[config.mk]
export PLATFORM = sky130hd
export DESIGN_NAME = serial_rx_status
export DESIGN_NICKNAME = d
export VERILOG_FILES = /design/src/rtl/serial_rx_status.sv
export SDC_FILE = /design/constraint.sdc
export NUM_CORES = 1
export LEC_CHECK = 0
export ABC_AREA = 0
export BUFFER_PORTS_ARGS = -buffer_cell sky130_fd_sc_hd__buf_4
export CAP_MARGIN = 40
export CORE_MARGIN = 10
export CORE_UTILIZATION = 50
export CTS_CLUSTER_DIAMETER = 50
export DETAILED_ROUTE_END_ITERATION = 16
export HOLD_SLACK_MARGIN = 0.15
export PLACE_DENSITY = 0.76
export SYNTH_ARGS = -nofsm -noshare
export SYNTH_HDL_FRONTEND = slang
export SYNTH_SLANG_ARGS = --single-unit
[constraint.sdc]
create_clock -name clk -period 2.7 [get_ports clk]
set_input_delay 0.27 -clock clk [delete_from_list [all_inputs] [get_ports clk]]
set_output_delay 0.27 -clock clk [all_outputs]
set_load 0.01 [all_outputs]
[src/rtl/serial_rx_status.sv]
module serial_rx_status #(
  parameter int DEPTH_LOG2 = 4
) (
  input  logic       clk,
  input  logic       rst_n,
  input  logic       rx_in,
  input  logic       tick16,
  input  logic [1:0] wlen,
  input  logic       two_stop,
  input  logic       par_en,
  input  logic       par_even,
  input  logic       par_stick,
  input  logic       rd_data,
  input  logic       rd_lsr,
  output logic [7:0] rx_data,
  output logic       st_ready,
  output logic       st_overrun,
  output logic       st_parity,
  output logic       st_framing,
  output logic       st_break
);
  localparam int DEPTH = 1 << DEPTH_LOG2;
  localparam int EW = 11;
  localparam logic [DEPTH_LOG2:0] FULLV = (DEPTH_LOG2+1)'(DEPTH);

  typedef enum logic [1:0] {S_IDLE, S_START, S_BITS, S_HOLD} st_t;
  st_t st;
  logic [3:0] tcnt, bidx;
  logic [7:0] sh;
  logic pe_acc, stop_bad, zeros;

  wire [3:0] dlen    = 4'd5 + {2'b00, wlen};
  wire [3:0] last    = dlen + {3'b000, par_en} + {3'b000, two_stop};
  wire       mid     = tick16 && (tcnt == 4'd15);
  wire       in_data = bidx < dlen;
  wire       in_par  = par_en && (bidx == dlen);
  wire       exp_par = par_stick ? ~par_even : (^sh ^ ~par_even);
  wire       done    = (st == S_BITS) && mid && (bidx == last);
  wire       zero_n  = zeros & ~rx_in;
  wire       fe_n    = stop_bad | ~rx_in;

  always_ff @(posedge clk or negedge rst_n) begin
    if (!rst_n) begin
      st <= S_IDLE; tcnt <= '0; bidx <= '0; sh <= '0;
      pe_acc <= 1'b0; stop_bad <= 1'b0; zeros <= 1'b0;
    end else begin
      case (st)
        S_IDLE: if (tick16 && !rx_in) begin st <= S_START; tcnt <= '0; end
        S_START: if (tick16) begin
          if (tcnt == 4'd7) begin
            if (rx_in) st <= S_IDLE;
            else begin
              st <= S_BITS; tcnt <= '0; bidx <= '0; sh <= '0;
              pe_acc <= 1'b0; stop_bad <= 1'b0; zeros <= 1'b1;
            end
          end else tcnt <= tcnt + 4'd1;
        end
        S_BITS: if (tick16) begin
          tcnt <= tcnt + 4'd1;
          if (mid) begin
            if (in_data) sh[bidx[2:0]] <= rx_in;
            if (in_par) pe_acc <= rx_in ^ exp_par;
            if (!in_data && !in_par) stop_bad <= stop_bad | ~rx_in;
            zeros <= zeros & ~rx_in;
            bidx <= bidx + 4'd1;
            if (done) st <= zero_n ? S_HOLD : S_IDLE;
          end
        end
        default: if (rx_in) st <= S_IDLE;
      endcase
    end
  end

  logic [EW-1:0] mem [DEPTH];
  logic [DEPTH_LOG2-1:0] wptr, rptr;
  logic [DEPTH_LOG2:0] cnt;
  logic head_ack;

  wire full  = cnt == FULLV;
  wire empty = cnt == '0;
  wire push  = done && !full;
  wire pop   = rd_data && !empty;
  wire [EW-1:0] head = mem[rptr];

  always_ff @(posedge clk) if (push) mem[wptr] <= {zero_n, fe_n, par_en & pe_acc, sh};

  always_ff @(posedge clk or negedge rst_n) begin
    if (!rst_n) begin
      wptr <= '0; rptr <= '0; cnt <= '0; head_ack <= 1'b0; st_overrun <= 1'b0;
    end else begin
      if (push) wptr <= wptr + 1'b1;
      if (pop)  rptr <= rptr + 1'b1;
      case ({push, pop})
        2'b10:   cnt <= cnt + 1'b1;
        2'b01:   cnt <= cnt - 1'b1;
        default: cnt <= cnt;
      endcase
      if (pop) head_ack <= 1'b0;
      else if (rd_lsr && !empty) head_ack <= 1'b1;
      if (done && full) st_overrun <= 1'b1;
      else if (rd_lsr) st_overrun <= 1'b0;
    end
  end

  assign st_ready   = !empty;
  assign rx_data    = empty ? 8'h00 : head[7:0];
  assign st_parity  = !empty && !head_ack && head[8];
  assign st_framing = !empty && !head_ack && head[9];
  assign st_break   = !empty && !head_ack && head[10];
endmodule


# Word level (Yosys, flattened, before mapping)
# Memories as Yosys holds them, arrays and structs flattened.
# Cells that the tools add are included.
# op_classes
n_addsub	9
magnitude_cmp	3
n_eq_ne	20
mux	57
bitwise_logic	7
reduce_logical	36
# op_table
operator	count
8-bit 2-to-1 mux	7
4-bit 2-to-1 mux	9
7-bit AND reduction	4
1-bit 2-to-1 mux	22
2-bit 2-to-1 mux	9
2-bit != test (second input constant)	9
4-bit by 1-bit adder with 4-bit output (second input constant)	4
8-bit one-hot mux with 2 select lines	1
1-bit logical AND	15
4-bit one-hot mux with 3 select lines	1
5-bit one-hot mux with 2 select lines	1
4-bit by 1-bit adder with 4-bit output	2
8-bit bitwise mux	1
4-bit == test	2
4-bit one-hot mux with 2 select lines	1
2-bit nonzero test	4
8-bit parity	1
1-bit logical NOT	6
1-bit one-hot mux with 2 select lines	3
2-bit one-hot mux with 3 select lines	1
6-bit AND reduction	1
5-bit by 1-bit adder with 5-bit output (second input constant)	1
5-bit == test (second input constant)	1
5-bit logical NOT	1
other kinds (20)	25
# word_totals
ff_bits	36
ramBits	176
input_bits	12
n_memories	1
# memory_table
name	depth	width	rd	rd_clocked_by_memory_dff	write_ports	line	text
mem	16	11	1	0	1	74	logic [EW-1:0] mem [DEPTH];

# Depth between registers and ports, before layout
# Gate-level depths: netlist of run 1.
# logic_depth
word_depth	9
depth_mapped	16

# Least setup slack after synthesis of run 1
# OpenSTA, ideal clock, no wires.
# synth_timing
path_type	input -> register
start	input two_stop
end	register cnt[4]
setup_ns	0.079
t_arrival_ns	3.365
setup_slack_ns	-0.744
cell_stages	16
cell_sequence	inv_1 fa_1 fa_1 xor2_1 nand3_1 nor4b_4 inv_1 ha_1 clkbuf_1 xor2_1 ha_1 inv_1 o21ai_0 a21o_1 a31oi_1 xor2_1
# synth_via
elab_chain_cells	6
elab_cells_between_ends	8
classes_between	1 x add/sub; 3 x eq/ne; 1 x mux; 3 x reduce/logical
# synth_lines
element	line	text
from (decl)	9	input logic two_stop,
4-bit by 1-bit adder with 4-bit output (*)	33	wire [3:0] last = dlen + {3'b000, par_en} + {3'b000, two_stop};
4-bit == test (*)	38	wire done = (st == S_BITS) && mid && (bidx == last);
1-bit logical AND (*)	38	
1-bit logical AND (*)	81	wire push = done && !full;
2-bit by 1-bit == test with 1-bit output or 2-bit == test (tied branches)	93	case ({push, pop})
5-bit one-hot mux with 2 select lines or 2-bit nonzero test (tied branches)	-	
to (signal assigned)	94	2'b10: cnt <= cnt + 1'b1;
to (signal assigned)	95	2'b01: cnt <= cnt - 1'b1;
to (signal assigned)	96	default: cnt <= cnt;
to (decl)	76	logic [DEPTH_LOG2:0] cnt;
# Mark *: on every way between the ends. The rest lies on a longest branch, timed or not.
# A chain may end at the register's enable or synchronous reset.

# Worst setup path in the final report of run 1
# layout_timing
start	register rptr[0]
end	output rx_data[1]
# layout_via
elab_chain_cells	2
# layout_lines
element	line	text
from (decl)	75	logic [DEPTH_LOG2-1:0] wptr, rptr;
from (signal assigned)	92	if (pop) rptr <= rptr + 1'b1;
memory 16 x 11 bit	-	
8-bit 2-to-1 mux	106	assign rx_data = empty ? 8'h00 : head[7:0];
to (decl)	15	output logic [7:0] rx_data,
# Every way passes these cells.

==> results of run 1 <==
## tightest hold or removal path: cells and delay by family
kind / cells / cell delay (ns)
AOI/OAI and AO/OA: 1 / 0.08
xor gates and xnor gates: 1 / 0.06
buffers and inverters: 1 / 0.08
and+or+nand+nor: 2 / 0.15
## cell families (layout without fill, tap and decap cells)
logic type,after synthesis,in the layout
AO/OA/AOI/OAI,59,59
adder cells (fa/ha/maj),21,21
multiplexers,61,61
XOR/XNOR,22,22
flip-flops,212,212
AND/OR/NAND/NOR,121,121
buffers and inverters,52,143
## state kept, by name, indices dropped and copies added (netlist names)
signal and count:
head_ack 1, stop_bad 1, zeros 1, mem 176
tcnt 4, st_overrun 1, wptr 4, rptr 4
bidx 4, cnt 5, st 2, sh 8
pe_acc 1
## layout by cell type, fill, tap and decap left out, types with 4 or more instances in the layout
master                      count
sky130_fd_sc_hd__xor2_1        10
sky130_fd_sc_hd__mux2i_1        4
sky130_fd_sc_hd__clkbuf_16     28
sky130_fd_sc_hd__clkbuf_1       6
sky130_fd_sc_hd__nor2b_1       12
sky130_fd_sc_hd__dfrtp_1       35
sky130_fd_sc_hd__nand4_1        4
sky130_fd_sc_hd__inv_1         24
sky130_fd_sc_hd__o211ai_1       4
sky130_fd_sc_hd__mux4_2        52
sky130_fd_sc_hd__xnor2_1       11
sky130_fd_sc_hd__mux2_2         5
sky130_fd_sc_hd__a221o_1        8
sky130_fd_sc_hd__edfxtp_1     176
sky130_fd_sc_hd__a21oi_1       12
sky130_fd_sc_hd__buf_6         14
sky130_fd_sc_hd__buf_12        10
sky130_fd_sc_hd__o21ai_0       10
sky130_fd_sc_hd__and3_1         8
sky130_fd_sc_hd__ha_1          17
sky130_fd_sc_hd__or3_1          5
sky130_fd_sc_hd__buf_4         43
sky130_fd_sc_hd__a21o_1         4
sky130_fd_sc_hd__and2_4         7
sky130_fd_sc_hd__nand2_1       23
sky130_fd_sc_hd__nand3_1        8
sky130_fd_sc_hd__nor2_1        19
sky130_fd_sc_hd__nor2_4         4
sky130_fd_sc_hd__nor2b_4        6
## repair_timing
action | 4_1_cts | 5_1_grt
pin swaps | 9 | 13
buffers inserted | 2 | 5
cloned | 0 | 7
hold endpoints to repair | 39 | 0
gates resized for setup | 7 | 45
hold buffers | 3 | 0
setup endpoints to repair | 14 | 76
## routing by layer
| metal | vias up | global-route usage |
|---|---|---|
| met5 | - | 0 |
| met4 | 0 | 0.0445 |
| met3 | 38 | 0.0248 |
| met2 | 171 | 0.273 |
| met1 | 2701 | 0.204 |
| li1 | 2281 | - |
## per-stage QoR
step	TNS (ns)	worst slack [ns]
floorplan	-32.37	-0.653
global placement	-54.42	-0.575
detailed placement	-67.24	-0.699
CTS	-0.934	-0.123
global route	-2.93	-0.259
finish	-1.51	-0.173
## cell type report
type | count | area share
sequential | 212 | 0.552
multi-input combinational | 284 | 0.271
timing repair buffer | 75 | 0.0714
clock buffer | 32 | 0.0590
tap | 229 | 0.0256
clock inverter | 10 | 0.0122
inverter | 26 | 0.00893
## Yosys cell counts, types with 6 or more instances
cell type,number,area [µm²]
sky130_fd_sc_hd__clkbuf_1,15,56.3
sky130_fd_sc_hd__a21oi_1,13,65.1
sky130_fd_sc_hd__nor2b_1,18,113
sky130_fd_sc_hd__nand2_1,25,93.8
sky130_fd_sc_hd__mux4_2,52,1170
sky130_fd_sc_hd__and3_1,8,50.1
sky130_fd_sc_hd__nor2_1,23,86.3
sky130_fd_sc_hd__xor2_1,11,96.3
sky130_fd_sc_hd__inv_1,26,97.6
sky130_fd_sc_hd__edfxtp_1,176,5290
sky130_fd_sc_hd__dfrtp_1,36,901
sky130_fd_sc_hd__nor3_1,6,30.0
sky130_fd_sc_hd__ha_1,19,238
sky130_fd_sc_hd__xnor2_1,11,96.3
sky130_fd_sc_hd__nand3_1,9,45.0
sky130_fd_sc_hd__o21ai_0,10,50.1
sky130_fd_sc_hd__a221o_1,8,80.1
sky130_fd_sc_hd__and2_1,9,56.3
## final timing paths
kind                           from         end  slack, ns
max                         rptr[0]  rx_data[1]      -0.17
min                        par_even      pe_acc       0.19
max reg2reg                 bidx[3]      cnt[4]       0.13
min reg2reg                  pe_acc      pe_acc       0.50
max in group asynchronous     rst_n     rptr[0]       2.07
min in group asynchronous     rst_n     tcnt[2]       0.26
## power by group
part / total (W) / internal (W) / switching (W)
registers: 0.00408 / 0.00376 / 0.000323
clock network: 0.00326 / 0.00201 / 0.00125
logic: 0.00276 / 0.00143 / 0.00133
==> summary by stage, run 1 <==
Final layout
The final antenna diode count is 0. Once layout is complete, the utilization of the core stands at 0.620. The number of nets in the final layout is 656.

The finished cells cover 11200 µm². The fraction of layout instances using a drive strength above 1 is 0.326. In the final layout, the multi-input gates occupy 3040 µm². The count of filler cells inserted in the layout is 1238. The sequential cells in the finished layout cover a total of 6190 µm². The area added between synthesis and finish is 21.5%. Once layout is complete, the cells apart from fillers number 868.

Detailed routing
The detailed-route wire length on metal 1 is 8180 µm. The highest metal layer carrying signal wires in the routed design is met4. The number of design rule violations left after detail routing is 0. The detailed router placed 5191 vias in this run. The wire length on met3 is 1140 µm. In the final routed layout, each cell accounts on average for 23.0 µm. The number of detailed-route iterations in the first pass is 5. The routed design uses 10200 µm of met2 wire. The number of vias per cell is 5.98. The remaining antenna violation count after routing is 0. The routed wire length is 20000 µm.

After the first detailed-routing iteration, the DRC count stood at 426.

Yosys
After synthesis, the share of flip-flops with an asynchronous set or reset is 0.170. The number of instances in the synthesized netlist is 548. Among all flip-flop cells after synthesis, the most frequent one is sky130_fd_sc_hd__edfxtp_1.

Of the total synthesized cell area, the portion taken by full adders, half adders and majority gates is 0.0301. The count of synthesis-stage warnings from yosys is 0. The post-synthesis cell type count is 51. Averaged over all synthesized cells, the footprint is 16.8 µm².

The combinational family with the most area after synthesis is multiplexers. The simple-gate portion of the synthesized area is 0.0713. In this run the cell area of the synthesized design comes to 9230 µm². The number of flops mapped to enable cells by yosys is 176. The fraction of synthesized area in multiplexers is 0.137.

Of the synthesized area, sequential elements account for 0.670. Counting every net in the synthesized netlist gives 581. The compound-cell area share of the yosys netlist is 0.0461. Counting flops and latches in the post-synthesis netlist gives 212. Of the total synthesized cell area, the portion taken by XOR and XNOR cells is 0.0209.

Hold path
The cell count of the worst hold path is 5. The tightest min-delay check is of the in2reg type.

Floorplanning
For this design the top-level I/O count stands at 25. The core region is 18100 µm². The height of the chip is 156 µm. The floorplan step set the die width to 156 µm.

In this run the core area contains 49 standard-cell rows. The total die area is 24300 µm². For this configuration, the core starts out at a cell density of 0.510.

Flow run
The number of maximum-capacitance violations is 0.

CTS
After clock tree synthesis, the clock-pin slew on the worst setup and hold paths is 0.06 ns. In this run the deepest clock path goes through 3 buffers. The clock sink count is 212. The CTS tree is yes. The clock root buffer master is sky130_fd_sc_hd__clkbuf_16. CTS built an H-tree with a depth of 1.

The clock latency reported for the late side of the worst-skew pair is 0.51 ns. The clock buffer count from CTS is 24.

Worst setup path
Among the stages of the critical path, the cell type that occurs most often is sky130_fd_sc_hd__mux4_2. Of all nets on the critical path, the largest fanout is 8. The class of the most critical setup path is reg2out.

For the worst flop-to-flop path, the logic depth is 13. The delay of the slowest cell on the worst path is 0.58 ns. Walking the worst path, the cells encountered are clkbuf_16 -> mux4_2 -> mux4_2 -> nor2b_4 -> buf_6. The worst endpoint data arrival time is 2.60 ns. The cell depth of the worst setup path is 5. The combined buffer and inverter count along the critical path is 2. For the worst setup path, the data required time is 2.43 ns. Among cell families on the critical path, the largest total delay comes from multiplexers. The slowest cell on the critical path is sky130_fd_sc_hd__dfrtp_4. The kind of start point of the critical path is a flop. STA classifies the critical path endpoint as an output pin.

STA
After layout, the worst setup slack is -0.173 ns. Counting I/O delays and the setup requirement, the final critical path takes 2.87 ns. Across all hold checks on the routed design, the worst slack comes to 0.192 ns. For this run, the top clock speed supported by timing is 0.348 GHz. The total of endpoints with negative setup slack in the final report is 13. Setup repair after global routing could not meet its margin everywhere. The max-slew violation count is 0. For the pin with the worst max-slew slack, the measured transition is 1.00 ns.

The relative slew slack is 0.333. Clock skew on the completed layout was measured at 0.0132 ns. The final clock period utilization by the worst path is 1.06. The number of endpoints with negative hold slack in the final report is 0.

Power
Power spread over the standard cell area amounts to 901 nW/µm². The leakage dissipation is 3.92 nW. The highest ir drop seen on vdd is 0.524 mV. The power after layout is 0.0101 W.

GRT
Entering global routing, the biggest net connects 45 pins. The global-route total usage across every layer is 0.159. The initial antenna violation count came to 0. The aggregate global routing overflow is 0. The first global-routing pass estimated 30300 µm of wire. The number of global-route vias before repair was 5379.

Placed design
The placement-stage cell area is 10000 µm². The congestion estimate from routability-driven global placement came to 0.850. Summed over all nets, the half-perimeter wirelength after detailed placement is 11900 µm.

The placed cell count is 809. Buffers placed on the I/O ports in this run total 24.

Outcome
The final reports fail on setup timing. The run finished, with violations left.
(Power assumes the default switching activity.)
==> run 2, diff against run 1 <==
PLACE_DENSITY = unset   (was 0.76)
PLACE_DENSITY_LB_ADDON = 0.25   (was unset)
==> run 2 against run 1 <==
Net effect: the run still ends with setup timing left; final cell count fell by 0.92%; sequential share of layout area rose by 1.6 points; fmax rose by 0.18%; largest power group unchanged; critical path depth rose by 11; sequential power fell by 1%; clock-buffer cell count fell by 2; cell area fell by 2.8%; critical endpoint is now cnt[4]; worst hold slack improved by 0.018 ns; via count fell by 3.9%; critical path type is now in2reg; utilization fell by 1.7 points; first-iteration DRC count fell by 27%; combinational power fell by 5%.
==> summary by stage, run 2 (synthesis gave the netlist of run 1 again) <==
Final layout
The final antenna diode count is 0 (unchanged). The number of flip-flops under the largest register name is 176 (unchanged). The utilization after layout was 0.603 (-0.0173).

The largest registers in the layout are mem: 176 flops, sh: 8 flops, cnt: 5 flops. The most flop-heavy register is mem. The final design instance area without fill is 10900 µm² (-2.8%).

The area added between synthesis and finish is 18.1%. The most common cell after layout, fill and taps aside is sky130_fd_sc_hd__edfxtp_1. The number of nets in the final layout is 648 (-1.2%). In the layout the commonest cells are sky130_fd_sc_hd__edfxtp_1, sky130_fd_sc_hd__mux4_2, sky130_fd_sc_hd__buf_4.

The fraction of layout instances using a drive strength above 1 is 0.300 (-0.0260). The number of standard cells in the layout, taps in and fillers out is 860 (-0.92%).

STA
The setup clock skew after layout is 0.00731 ns (-0.00585 ns). The number of endpoints with negative hold slack in the final report is 0 (unchanged). The total of endpoints with negative setup slack in the final report is 10 (-3). The relative slew slack is 0.400 (+0.0677). The least setup slack across all paths after layout is -0.168 ns (+0.00503 ns). The max-slew violation count is 0 (unchanged). The maximum clock frequency is 0.349 GHz (+0.18%).

The minimum clock period after layout is 2.87 ns (-0.00503 ns). Setup repair after global routing could not meet its margin everywhere. The actual slew at the worst max-slew pin came to 0.900 ns (-0.102 ns). The final clock period utilization by the worst path was 1.06 (-0.00186).

Worst setup path
Tracing the worst setup path back leads to its startpoint at two_stop. The number of cells traversed by the worst register-to-register path was 12 (-1). The capturing point of the worst reg2reg path is cnt[4]. The worst setup path is captured at a flop. The worst setup path is of the in2reg kind.

The top fanout value on the critical path is 4 (-4). The worst endpoint data arrival time was 3.24 ns (+0.64 ns). The startpoint identified for the worst register-to-register timing path is tcnt[1]. The required time at the endpoint of the critical path is 3.07 ns (+0.64 ns).

The register-to-register setup slack is 0.03 ns (-0.10 ns). STA classifies the critical path startpoint as an input pin.

GRT
The global-route total usage across every layer is 0.154 (-0.00432). The first-pass GRT wire length came to 29300 µm (-3.2%). The initial antenna violation count is 0 (unchanged).

The number of global-route vias before repair is 5350 (-0.54%). The aggregate global routing overflow is 0 (unchanged). The pin count of the biggest net entering global routing is 45 (unchanged).

Floorplanning
The initial cell density of the core is 0.510 (unchanged). The area inside the core boundary is 18100 µm² (unchanged). The height of the chip is 156 µm (unchanged). The horizontal die dimension is 156 µm (unchanged). The row count was 49 (unchanged). The total die area is 24300 µm² (unchanged). The top-level I/O count is 25 (unchanged).

Placed design
The placed cell count came to 807 (-0.25%). The number of port buffers is 24 (unchanged). The placement-stage cell area is 10000 µm² (-0.26%). The sum of net half-perimeters after detailed placement came to 11800 µm (-0.85%). The weighted congestion at the end of routability-driven global placement was 0.842 (-0.95%).

Detailed routing
The number of detailed-route iterations in the first pass is 4 (-1). The total number of vias is 4989 (-3.9%). The number of vias per cell is 5.80 (-3.0%). The remaining antenna violation count after routing is 0 (unchanged). The DRC violation total after the first TritonRoute iteration is 312 (-27%). The number of design rule violations left after detail routing is 0 (unchanged). The routed wire length is 18500 µm (-7.5%).

The detailed-route wire length per cell is 21.5 µm (-6.6%).

Power
The highest ir drop seen on vdd is 0.489 mV (-6.7%). The power after layout is 0.00951 W (-5.9%). The total power per unit cell area is 872 nW/µm² (-3.2%). The leakage dissipation is 3.75 nW (-4.3%).

CTS
The maximum count of clock buffers along a single path is 3 (unchanged). The clock sink count is 212 (unchanged). The clock root buffer master is sky130_fd_sc_hd__clkbuf_16.

The clock transition at the registers of the reported paths is 0.05 ns (about the same). The clock latency reported for the late side of the worst-skew pair was 0.49 ns (-0.02 ns). The clock buffer count from CTS is 23 (-4.2%). TritonCTS built the clock tree. The deepest level of the CTS H-tree was 1 (unchanged).

Outcome
The final reports fail on setup timing. The run finished, with violations left.

Hold path
The class of the most critical hold timing path is in2reg. The cell count of the worst hold path was 5 (unchanged). The startpoint identified for the worst hold timing path is par_even. For hold timing, the worst endpoint is pe_acc.

Flow run
The number of maximum-capacitance violations came to 0 (unchanged).
run 2: how the worst max path moves through the flow:
stage	endpoint	slack [ns]
2_1_floorplan	cnt[4]	-0.65
3_3_place_gp	cnt[4]	-0.59
3_5_place_dp	cnt[4]	-0.69
4_1_cts	rx_data[7]	-0.14
5_1_grt	cnt[4]	-0.26
6_report	cnt[4]	-0.17
run 2: final cells by class:
class                           instances  area, µm²
Clock buffer                           30        602
Clock inverter                         11       91.3
Fill cell                            1334       7190
Inverter                               26        100
Multi-Input combinational cell        284       2950
Sequential cell                       212       6190
Tap cell                              229        287
Timing Repair Buffer                   68        681
run 2: metal layers:
metal | vias up | part of all wire | global-route usage | routed length (µm)
li1 | 2283 | - | - | -
met1 | 2552 | 0.43 | 0.201 | 7930
met2 | 117 | 0.50 | 0.258 | 9220
met3 | 37 | 0.046 | 0.0243 | 845
met4 | 0 | 0.027 | 0.0540 | 492
met5 | - | 0 | 0 | 0
run 2: repair_timing:
item                                   4_1_cts  5_1_grt
setup endpoints to repair                   13       52
hold buffers                                 3        0
resized for setup                            7       10
endpoints found under the hold margin       39        0
pin swaps                                   12       12
buffers inserted                             6        3
cloned                                       1        1
run 2: critical path: stages:
cell and delay [ns]:
sky130_fd_sc_hd__buf_6 0.07, sky130_fd_sc_hd__inv_4 0.03, sky130_fd_sc_hd__fa_2 0.37, sky130_fd_sc_hd__fa_1 0.50, sky130_fd_sc_hd__xor2_1 0.18, sky130_fd_sc_hd__nand3_2 0.12
sky130_fd_sc_hd__nor4b_4 0.32, sky130_fd_sc_hd__inv_1 0.10, sky130_fd_sc_hd__ha_2 0.20, sky130_fd_sc_hd__xor2_1 0.16, sky130_fd_sc_hd__ha_2 0.23, sky130_fd_sc_hd__inv_1 0.05
sky130_fd_sc_hd__o21ai_0 0.22, sky130_fd_sc_hd__a21o_1 0.16, sky130_fd_sc_hd__a31oi_1 0.09, sky130_fd_sc_hd__xor2_1 0.17
run 2: report_power, final:
part	switching, W	total [W]	leakage [nW]	internal (W)
sequential	0.000277	0.00403	1.97	0.00376
combinational	0.00130	0.00261	1.45	0.00130
clock	0.00120	0.00287	0.327	0.00167
run 2: through the flow:
step                setup TNS, ns  setup WS, ns  hold WS, ns
floorplan                  -32.37        -0.653      -0.0256
global placement           -54.46        -0.586        0.271
detailed placement         -62.14        -0.693        0.284
CTS                         -1.25        -0.137        0.199
global route                -1.52        -0.258        0.254
finish                     -0.501        -0.168        0.210
==> run 3, diff against run 2 <==
CAP_MARGIN = 20   (was 40)
PLACE_DENSITY = 0.69   (was unset)
PLACE_DENSITY_LB_ADDON = unset   (was 0.25)
==> run 3 against run 2 <==
Net effect: the flow still finishes with violations (setup timing); non-clock buffer count grew 4; die area is the same; clock skew grew 0.0047 ns; routed wire length grew 3.6%; global-route usage is 0.52 points higher; worst setup slack improved by 0.051 ns; fmax up 1.8%; final cell count up 0.58%; critical path type is now reg2out; largest cell class unchanged; largest power group unchanged; highest routed layer unchanged.
==> summary by stage, run 3 (synthesis gave the netlist of run 1 again) <==
Outcome
The run finished, with violations left. The checks that failed: setup timing.

Detailed routing
The number of detailed-route iterations in the first pass was 4 (unchanged). The number of design rule violations left after detail routing came to 0 (unchanged). The number of vias per cell is 5.78 (-0.42%). The total number of vias is 4997 (+0.16%). The DRC violation total after the first TritonRoute iteration is 353 (+13%). The routed wire length is 19200 µm (+3.6%). The remaining antenna violation count after routing came to 0 (unchanged). The detailed-route wire length per cell is 22.1 µm (+3.0%).

Floorplanning
The initial cell density of the core is 0.510 (unchanged). The area inside the core boundary is 18100 µm² (unchanged). The row count was 49 (unchanged). The top-level I/O count is 25 (unchanged). The total die area came to 24300 µm² (unchanged). The height of the chip is 156 µm (unchanged). The horizontal die dimension is 156 µm (unchanged).

CTS
The clock transition at the registers of the reported paths came to 0.06 ns (about the same). The clock root buffer master is sky130_fd_sc_hd__clkbuf_16. The deepest level of the CTS H-tree is 1 (unchanged).

The CTS tree is yes. The maximum count of clock buffers along a single path is 3 (unchanged). The clock buffer count from CTS is 23 (unchanged). The clock latency reported for the late side of the worst-skew pair came to 0.51 ns (+0.02 ns). The clock sink count is 212 (unchanged).

Worst setup path
The register-to-register setup slack was 0.11 ns (+0.08 ns). The startpoint identified for the worst register-to-register timing path is st[0]. The required time at the endpoint of the critical path is 2.43 ns (-0.64 ns). The endpoint identified for the worst register-to-register timing path is cnt[2]. The worst endpoint data arrival time is 2.55 ns (-0.69 ns). The kind of start point of the critical path is a flop. The top fanout value on the critical path came to 7 (+3). The capturing element of the worst setup path is rx_data[7].

The critical path launch point is rptr[0]. The setup path with the least slack is of type reg2out. The number of cells traversed by the worst register-to-register path is 13 (+1). The critical path capture point type is an output pin.

Final layout
The number of standard cells in the layout, taps in and fillers out is 865 (+0.58%). The area added between synthesis and finish is 20.9%. The final antenna diode count is 0 (unchanged). The most flop-heavy register is mem. The fraction of layout instances using a drive strength above 1 is 0.327 (+0.0275). The final design instance area without fill is 11200 µm² (+2.3%). In the final layout, the registers with the most flip-flops are mem: 176 flops, sh: 8 flops, cnt: 5 flops. The number of flip-flops under the largest register name was 176 (unchanged). The utilization after layout is 0.617 (+0.0140). The number of nets in the final layout came to 652 (+0.62%). The top cell types in the final layout, fill and taps aside, are sky130_fd_sc_hd__edfxtp_1, sky130_fd_sc_hd__mux4_2, sky130_fd_sc_hd__buf_4. Leaving out fill and tap cells, the most frequent cell in the layout is sky130_fd_sc_hd__edfxtp_1.

Placed design
The placed cell count was 803 (-0.50%). The number of port buffers is 24 (unchanged). The placement-stage cell area came to 9980 µm² (-0.30%). The weighted congestion at the end of routability-driven global placement is 0.852 (+1.3%). The worst-case setup slack after placement is -0.707 ns (-0.0138 ns). The sum of net half-perimeters after detailed placement is 11600 µm (-2.1%).

STA
Setup repair after global routing could not meet its margin everywhere. The relative slew slack is 0.419 (+0.0183). The total of endpoints with negative setup slack in the final report came to 10 (unchanged).

The max-slew violation count came to 0 (unchanged). The number of endpoints with negative hold slack in the final report is 0 (unchanged). The final clock period utilization by the worst path is 1.04 (-0.0188). The actual slew at the worst max-slew pin is 0.872 ns (-0.0274 ns). The maximum clock frequency came to 0.355 GHz (+1.8%). The least setup slack across all paths after layout is -0.118 ns (+0.0506 ns). The minimum clock period after layout was 2.82 ns (-0.0506 ns). The setup clock skew after layout is 0.0120 ns (+0.00473 ns).

Power
The portion of total power attributed to combinational logic is 0.305 (+0.031). The switching power as a share of total power came to 0.295 (+0.00341). The internal power was 0.00702 W (+4.3%). The power spent charging and discharging nets is 0.00294 W (+6.0%).

The total power per unit cell area came to 893 nW/µm² (+2.4%). The leakage dissipation is 3.89 nW (+3.6%). The clock power share is 0.289 (-0.013). The part of the total power dissipated in sequential elements is 0.406 (-0.018). The highest ir drop seen on vdd came to 0.524 mV (+7.2%).

GRT
The aggregate global routing overflow is 0 (unchanged). The pin count of the biggest net entering global routing is 37 (-18%). The first-pass GRT wire length came to 30000 µm (+2.1%). The initial antenna violation count is 0 (unchanged). The global-route total usage across every layer is 0.159 (+0.00518). The number of global-route vias before repair is 5246 (-1.9%).

Hold path
The start point of the worst hold path is rx_in. The class of the most critical hold timing path is in2reg.

Flow run
The number of maximum-capacitance violations is 0 (unchanged).
-- run 3: cell types whose count changed in the layout (fill, tap and decap cells not counted), moves of 2 or more --
| cell | before | now |
|---|---|---|
| sky130_fd_sc_hd__inv_8 | 0 | 2 |
| sky130_fd_sc_hd__mux2i_1 | 4 | 2 |
| sky130_fd_sc_hd__nor2b_4 | 0 | 5 |
| sky130_fd_sc_hd__clkbuf_1 | 7 | 3 |
| sky130_fd_sc_hd__clkinvlp_4 | 3 | 0 |
| sky130_fd_sc_hd__buf_4 | 51 | 40 |
| sky130_fd_sc_hd__buf_6 | 2 | 8 |
| sky130_fd_sc_hd__buf_8 | 0 | 2 |
| sky130_fd_sc_hd__buf_16 | 0 | 5 |
| sky130_fd_sc_hd__nor2b_1 | 18 | 12 |
| sky130_fd_sc_hd__inv_6 | 1 | 3 |
| sky130_fd_sc_hd__buf_12 | 11 | 13 |
| sky130_fd_sc_hd__clkinv_2 | 2 | 7 |
| sky130_fd_sc_hd__mux2i_2 | 0 | 2 |
-- run 3: worst min-delay path by stage --
stage	cells past startpoint	slack, ns	end
2_1_floorplan	0	-0.03	bidx[0]
3_3_place_gp	1	0.28	tcnt[0]
3_5_place_dp	1	0.27	tcnt[1]
4_1_cts	4	0.18	zeros
5_1_grt	4	0.21	zeros
6_report	4	0.19	zeros
-- run 3: layer usage --
metal / up-vias / part of all wire / track usage
met2: 131 / 0.51 / 0.276
met5: - / 0 / 0
met4: 0 / 0.016 / 0.0405
met3: 24 / 0.055 / 0.0267
met1: 2548 / 0.41 / 0.205
li1: 2294 / - / -
-- run 3: worst max-delay path, stage by stage (launching register included) --
cell                      delay, ns
sky130_fd_sc_hd__dfrtp_2       0.39
sky130_fd_sc_hd__buf_12        0.13
sky130_fd_sc_hd__buf_8         0.12
sky130_fd_sc_hd__buf_16        0.14
sky130_fd_sc_hd__mux4_2        0.50
sky130_fd_sc_hd__mux4_2        0.46
sky130_fd_sc_hd__nor2b_1       0.14
sky130_fd_sc_hd__buf_4         0.15
-- run 3: what timing repair did --
| item | CTS | global route |
|---|---|---|
| setup endpoints to repair | 14 | 14 |
| buffers inserted | 9 | 2 |
| gates resized for setup | 31 | 16 |
| hold endpoints to repair | 39 | 0 |
| gates cloned | 5 | 1 |
| pin swaps | 13 | 5 |
| hold buffers | 3 | 0 |
-- run 3: power by group through the flow --
stage          clock [W]  sequential [W]  combinational (W)
2_1_floorplan          0         0.00394            0.00179
3_5_place_dp           0         0.00410            0.00228
5_1_grt          0.00306         0.00408            0.00329
4_1_cts          0.00293         0.00405            0.00288
3_3_place_gp           0         0.00409            0.00224
6_report         0.00288         0.00405            0.00304
-- run 3: layout make-up --
cell class | instances | area [µm²]
tap | 229 | 287
clock buffer | 27 | 601
timing repair buffer | 72 | 873
multi-input combinational | 284 | 3000
fill | 1277 | 6930
inverter | 26 | 100
sequential | 212 | 6190
clock inverter | 15 | 100
-- run 3: per-stage QoR --
step | TNS, ns | total power, W | hold slack (ns)
after floorplan | -32.37 | 0.00573 | -0.0256
after global placement | -58.01 | 0.00633 | 0.276
after detailed placement | -65.64 | 0.00639 | 0.274
after CTS | -0.923 | 0.00986 | 0.178
after global routing | -1.84 | 0.0104 | 0.212
final | -0.880 | 0.00996 | 0.188
